File: config.mk
export PLATFORM = sky130hd
export DESIGN_NAME = sap_framer
export DESIGN_NICKNAME = d
export VERILOG_FILES = /design/src/rtl/sap_framer.sv
export SDC_FILE = /design/constraint.sdc
export NUM_CORES = 1
export LEC_CHECK = 0
export CORE_ASPECT_RATIO = 1.4
export CORE_UTILIZATION = 35
export CTS_BUF_LIST = sky130_fd_sc_hd__clkbuf_8
export DETAILED_ROUTE_END_ITERATION = 8
export PLACE_DENSITY = 0.56
export SYNTH_ARGS = -nofsm -noshare
export SYNTH_HDL_FRONTEND = slang
export SYNTH_SLANG_ARGS = --single-unit
File: constraint.sdc
create_clock -name clk -period 6.65 [get_ports clk]
set_clock_uncertainty 0.15 [all_clocks]
set_input_delay 1.33 -clock clk [delete_from_list [all_inputs] [get_ports clk]]
set_output_delay 1.33 -clock clk [all_outputs]
set_load 0.03 [all_outputs]
File: src/rtl/sap_framer.sv
module sap_framer #(
  parameter int MAX_SLOTS = 8,
  parameter int SLOT_BITS = 32,
  parameter int DATA_W    = 24
) (
  input  logic                 clk,
  input  logic                 rst_n,
  input  logic                 cfg_we,
  input  logic [2:0]           cfg_addr,
  input  logic [((MAX_SLOTS > 8) ? MAX_SLOTS : 8)-1:0] cfg_wdata,
  output logic                 cfg_err,
  input  logic                 tx_valid,
  input  logic [DATA_W-1:0]    tx_data,
  output logic                 tx_ready,
  output logic                 rx_valid,
  output logic [DATA_W-1:0]    rx_data,
  input  logic                 rx_ready,
  input  logic                 bclk,
  input  logic                 fsync,
  input  logic                 sdi,
  output logic                 sdo,
  output logic                 sdo_oe,
  output logic                 port_en
);
  localparam int SW = (MAX_SLOTS > 1) ? $clog2(MAX_SLOTS) : 1;
  localparam int BW = $clog2(SLOT_BITS);

  logic [1:0]           fmt, wlc;
  logic                 binv, finv, tx_en, rx_en;
  logic [SW-1:0]        nsm1;
  logic [MAX_SLOTS-1:0] txm, rxm;
  logic [BW:0]          wl;

  always_comb
    case (wlc)
      2'd0:    wl = (BW+1)'(16);
      2'd1:    wl = (BW+1)'(20);
      default: wl = (BW+1)'(24);
    endcase

  assign port_en = tx_en | rx_en;

  logic bad;
  assign bad = cfg_we && ((cfg_addr <= 3'd3 && port_en) || cfg_addr > 3'd4 ||
               (cfg_addr == 3'd0 && (cfg_wdata[6] || cfg_wdata[5:4] == 2'b11)));

  always_ff @(posedge clk or negedge rst_n)
    if (!rst_n) begin
      cfg_err <= 1'b0;
      {fmt, binv, finv, wlc} <= '0;
      nsm1 <= '0; txm <= '0; rxm <= '0;
      tx_en <= 1'b0; rx_en <= 1'b0;
    end else begin
      cfg_err <= bad;
      if (cfg_we && !bad)
        case (cfg_addr)
          3'd0: {wlc, finv, binv, fmt} <= cfg_wdata[5:0];
          3'd1: nsm1 <= cfg_wdata[SW-1:0];
          3'd2: txm  <= cfg_wdata[MAX_SLOTS-1:0];
          3'd3: rxm  <= cfg_wdata[MAX_SLOTS-1:0];
          default: {rx_en, tx_en} <= cfg_wdata[1:0];
        endcase
    end

  logic b_s1, b_s2, b_s3, f_s1, f_s2, d_s1, d_s2;
  always_ff @(posedge clk or negedge rst_n)
    if (!rst_n) {b_s1, b_s2, b_s3, f_s1, f_s2, d_s1, d_s2} <= '0;
    else begin
      b_s1 <= bclk;  b_s2 <= b_s1; b_s3 <= b_s2;
      f_s1 <= fsync; f_s2 <= f_s1;
      d_s1 <= sdi;   d_s2 <= d_s1;
    end

  logic smp, lch;
  assign smp = (b_s2 ^ binv) & ~(b_s3 ^ binv);
  assign lch = ~(b_s2 ^ binv) & (b_s3 ^ binv);

  logic early, fs_act, fs_prev, fs_rise;
  assign early   = (fmt == 2'd0) || (fmt == 2'd2);
  assign fs_act  = f_s2 ^ finv ^ (fmt == 2'd0);
  assign fs_rise = fs_act & ~fs_prev;

  logic          run, pend;
  logic [BW-1:0] bpos, ab, nb, tb;
  logic [SW-1:0] spos, as_, ns, ts;
  logic          start, tknown;

  assign ab     = (bpos == BW'(SLOT_BITS-1)) ? '0 : bpos + 1'b1;
  assign as_    = (bpos != BW'(SLOT_BITS-1)) ? spos : (spos == nsm1) ? '0 : spos + 1'b1;
  assign start  = early ? pend : fs_rise;
  assign nb     = start ? '0 : ab;
  assign ns     = start ? '0 : as_;
  assign tb     = pend ? '0 : ab;
  assign ts     = pend ? '0 : as_;
  assign tknown = run | pend;

  always_ff @(posedge clk or negedge rst_n)
    if (!rst_n) begin
      {run, pend, fs_prev} <= '0; bpos <= '0; spos <= '0;
    end else if (!port_en) begin
      {run, pend, fs_prev} <= '0; bpos <= '0; spos <= '0;
    end else if (smp) begin
      fs_prev <= fs_act;
      pend    <= early & fs_rise;
      run     <= start | run;
      bpos    <= nb;
      spos    <= ns;
    end

  logic [DATA_W-2:0] rx_sh;
  logic [DATA_W-1:0] word_in;
  assign word_in = (nb == '0) ? DATA_W'(d_s2) : {rx_sh, d_s2};

  always_ff @(posedge clk or negedge rst_n)
    if (!rst_n) begin
      rx_sh <= '0; rx_data <= '0; rx_valid <= 1'b0;
    end else begin
      if (rx_ready) rx_valid <= 1'b0;
      if (smp && port_en && rx_en && (start | run) && {1'b0, nb} < wl) begin
        rx_sh <= word_in[DATA_W-2:0];
        if ({1'b0, nb} == wl - 1'b1 && rxm[ns]) begin
          rx_data  <= word_in;
          rx_valid <= 1'b1;
        end
      end
    end

  logic              tx_sync, slot_on, sync_eff, on, bitv;
  logic [DATA_W-1:0] tx_word, src, shv;
  logic [BW:0]       idx;

  assign sync_eff = tx_sync | (tb == '0 && ts == '0);
  assign tx_ready = lch && port_en && tx_en && tknown && sync_eff && tb == '0 && txm[ts];
  assign src      = (tb == '0) ? (tx_valid ? tx_data : '0) : tx_word;
  assign idx      = wl - 1'b1 - {1'b0, tb};
  assign shv      = src >> idx;
  assign bitv     = shv[0];
  assign on       = (tb == '0) ? txm[ts] : slot_on;

  always_ff @(posedge clk or negedge rst_n)
    if (!rst_n) begin
      {tx_sync, slot_on, sdo, sdo_oe} <= '0; tx_word <= '0;
    end else if (!port_en || !tx_en) begin
      {tx_sync, slot_on, sdo, sdo_oe} <= '0;
    end else if (lch) begin
      if (!tknown) begin
        sdo <= 1'b0; sdo_oe <= 1'b0;
      end else begin
        tx_sync <= sync_eff;
        if (tb == '0) begin
          slot_on <= txm[ts];
          tx_word <= src;
        end
        sdo_oe <= sync_eff && on;
        sdo    <= sync_eff && on && ({1'b0, tb} < wl) && bitv;
      end
    end
endmodule

==> results by group <==
Run status
  • Run status: finished clean

Floorplanning
  • I/O pins: 73
  • Die Wd: 114 um
  • Die Y: 159 um
  • # rows: 57
  • Initial Utilization: 35.7%
  • DIE AREA: 0.0181 mm2
  • Core ar.: 0.0173 mm2

Critical path
  • Critical path launch point type: flip-flop
  • Depth of the most critical reg-to-reg path: 14
  • Critical Path RT: 5.17 ns
  • Crit path max-delay family: buffers and inverters
  • FF-to-FF End: rx_data[3]$_DFFE_PN0P_
  • Bufs and invs on worst path: 3
  • Critical Path AT: 4.47 ns
  • Critical Path Sink Type: primary output
  • R2R setup slack: 1.71 ns
  • Max incr delay on CP: 0.71 ns
  • Reg2Reg Launch Point: bpos[0]$_DFFE_PN0P_
  • CP Max Fanout: 48
  • Crit Path Class: flip-flop to primary output
  • Cell chain of the critical path: ha_1 -> and3_1 -> ha_1 -> inv_2 -> o32ai_1 -> a21oi_1 -> nor3_2 -> nand2_1 -> buf_4 -> nor3_1 -> clkdlybuf4s50_1
  • Slowest CP cell: clkdlybuf4s50_1
  • CP dominant cell by count: ha_1

Global route
  • Global route total overflow: 0
  • Tot GR Track Use: 16.4%
  • Number of global-route vias before repair: 4,605
  • First-pass GRT wire length: 23,300 um
  • Largest net degree at the start of global routing: 73
  • Initial antenna violation count: 0

Final layout
  • Synthesis-to-finish area growth: 20.9%
  • Final net count: 680
  • Total of fill cells in the finished design: 1,698
  • Antenna Diode Count: 0
  • Most frequent cells in the layout: dfrtp_1, nand2_1, clkdlybuf4s50_1, mux2_2, o21ai_0
  • Share of layout cells above drive strength 1: 20.0%
  • Most common cell after layout, fill and taps aside: dfrtp_1

Timing
  • Slew HR: 29.9%
  • RSZ-0062 raised after global routing: no
  • Fmax: 168 MHz
  • Worst-margin pin slew: 1.05 ns
  • Final WS setup: 0.701 ns
  • Setup violations, final: 0
  • Final Cycle Share: 89.5%
  • Fin crit period: 5.95 ns
  • Fin. max-slew vios: 0
  • Hold Fails Final Rpt: 0
  • Post-route setup TNS: 0 ns

Yosys
  • Post-synthesis cell area: 0.00616 mm2
  • Primary FF master, synth: dfrtp_1
  • Cells after Synth: 563
  • Post-synth EDFFs: 0
  • Synth warn: 0
  • Synth Register Bits: 122
  • Dominant cells by area after synthesis: dfrtp_1, mux2_2, nand2_1
  • Distinct cell type count after synthesis: 64
  • Post-Syn Area per Cell: 10.9 um2
  • Synth Net Count: 616
  • Sequential share of the synthesized area: 49.6%
  • Async SR Flop Fraction: 100%
  • Yosys top cell area share: 49.6%
  • Yosys top cell by area: dfrtp_1

Place
  • Buffers added on ports: 72
  • DP HPWL: 9760 um
  • Gpl congestion: 0.862
  • DP Worst Slack: 1.20 ns

Clock network
  • CTS Buf Count: 17
  • H-tree Lvls: 4
  • Root buffer cell: clkbuf_8
  • Post-CTS resize count: 0
  • CTS Sinks: 122
  • Worst-Skew Late Latency: 0.42 ns
  • CTS tree: built
  • Worst-path clk slew: 0.08 ns
  • # Post-CTS Setup Buffers: 0
  • Post-CTS Hold Fix Bufs: 0
  • Clock buffer depth: 2

Drt
  • WL/cell: 15.9 um
  • # DRC: 0
  • ANT nets after route: 0
  • Vias/cell: 5.03
  • DR pass1 iterations: 4
  • WL final: 13,900 um
  • Initial DRC count: 196
  • Vias: 4,407

Run
  • Max cap viols: 0

Worst hold path
  • Hold Crit Depth: 0
  • Hold_sp: d_s1$_DFF_PN0_
  • Hold Crit Class: flip-flop to flip-flop
  • Worst hold endpoint: d_s2$_DFF_PN0_

Power and ir drop
  • Power density cells: 300 mW/mm2
  • Max IR drop VDD: 136 uV
  • Pleak: 0.00341 uW
[routing by layer]
metal  up-vias  global-route usage, %  part of all wire [%]
li1       2136                      -                     -
met1      2177                   20.0                    42
met2        85                   28.9                    54
met3         9                   2.89                   3.1
met4         0                   5.55                   1.2
met5         -                      0                     0
[power by group]
part	switching [uW]	total (uW)	internal, uW
Sequential	89.9	945	855
Clock	314	686	372
Combinational	358	603	245
Total	762	2230	1470
[kinds of logic after synthesis]
family          synth area share, %
buf+inv                        3.01
simple gates                   15.4
compound gates                 10.6
mux                            17.8
fa+ha+maj                      2.03
xor+xnor                       1.71
flops                          49.6
[synthesized netlist by cell type (all sizes together), types with 2 or more instances]
cell	n
o22ai	2
dfrtp	122
a211o	2
and2	3
or3	5
a21oi	25
xnor2	6
o21ai	35
xor2	6
o311a	2
nand2	79
nand3	20
ha	10
mux2	78
and2b	2
a21o	4
mux2i	14
buf	16
a31oi	7
o2111ai	2
nor2b	4
nand3b	5
or2	3
nor3b	4
inv	9
nor3	11
nand2b	5
a2111oi	2
nor2	22
and3	25
o41a	2
clkbuf	13
[area by class of cell]
| class | count | area [um2] | share of cell area (%) |
|---|---|---|---|
| Multi-Input combinational cell | 402 | 2920 | 39.2 |
| Clock buffer | 17 | 234 | 3.14 |
| Clock inverter | 15 | 175 | 2.35 |
| Tap cell | 236 | 295 | 3.96 |
| Timing Repair Buffer | 74 | 733 | 9.84 |
| Inverter | 10 | 37.5 | 0.504 |
| Sequential cell | 122 | 3050 | 41.0 |
[registers in the layout, summed over array words and instances (netlist names), 2 cells and up]
signal   cells
rx_sh       23
fmt          2
wlc          2
rxm          8
bpos         5
tx_word     24
nsm1         3
spos         3
rx_data     24
txm          8
[stage by stage]
step / std cells / util (%) / total power, uW / hold slack [ns] / cell area [um2]
after floorplan: 563 / - / 1380 / 0.181 / 6160
after global placement: 844 / 40.8 / 1550 / 0.182 / 7040
after detailed placement: 844 / 40.8 / 1560 / 0.186 / 7040
after CTS: 876 / 43.2 / 2260 / 0.205 / 7450
after global routing: 876 / 43.2 / 2380 / 0.218 / 7450
final: 876 / 43.2 / 2230 / 0.202 / 7450
[worst register-to-register path, stage by stage (launching register included)]
cell and delay [ns]:
dfrtp_1 0.48, ha_1 0.22, and3_1 0.16, ha_1 0.60, and2b_1 0.27, mux2i_2 0.30
nor2_1 0.12, ha_1 0.32, nor2b_1 0.13, o21ai_0 0.14, a21oi_1 0.13, a2111oi_4 0.40
nand2b_1 0.15, o21ai_4 0.82, mux2_2 0.43
[how the worst max path moves through the flow]
| stage | startpoint | endpoint | slack (ns) | depth (start not counted) |
|---|---|---|---|---|
| after global placement | bpos[0]$_DFFE_PN0P_ | tx_ready | 1.35 | 11 |
| after CTS | bpos[0]$_DFFE_PN0P_ | tx_ready | 0.69 | 11 |
| after detailed placement | bpos[0]$_DFFE_PN0P_ | tx_ready | 1.20 | 11 |
| final | bpos[0]$_DFFE_PN0P_ | tx_ready | 0.70 | 11 |
| after floorplan | bpos[0]$_DFFE_PN0P_ | tx_ready | 1.75 | 11 |
| after global routing | bpos[0]$_DFFE_PN0P_ | tx_ready | 0.27 | 11 |
Note: power is estimated with default switching activity, not from simulation.
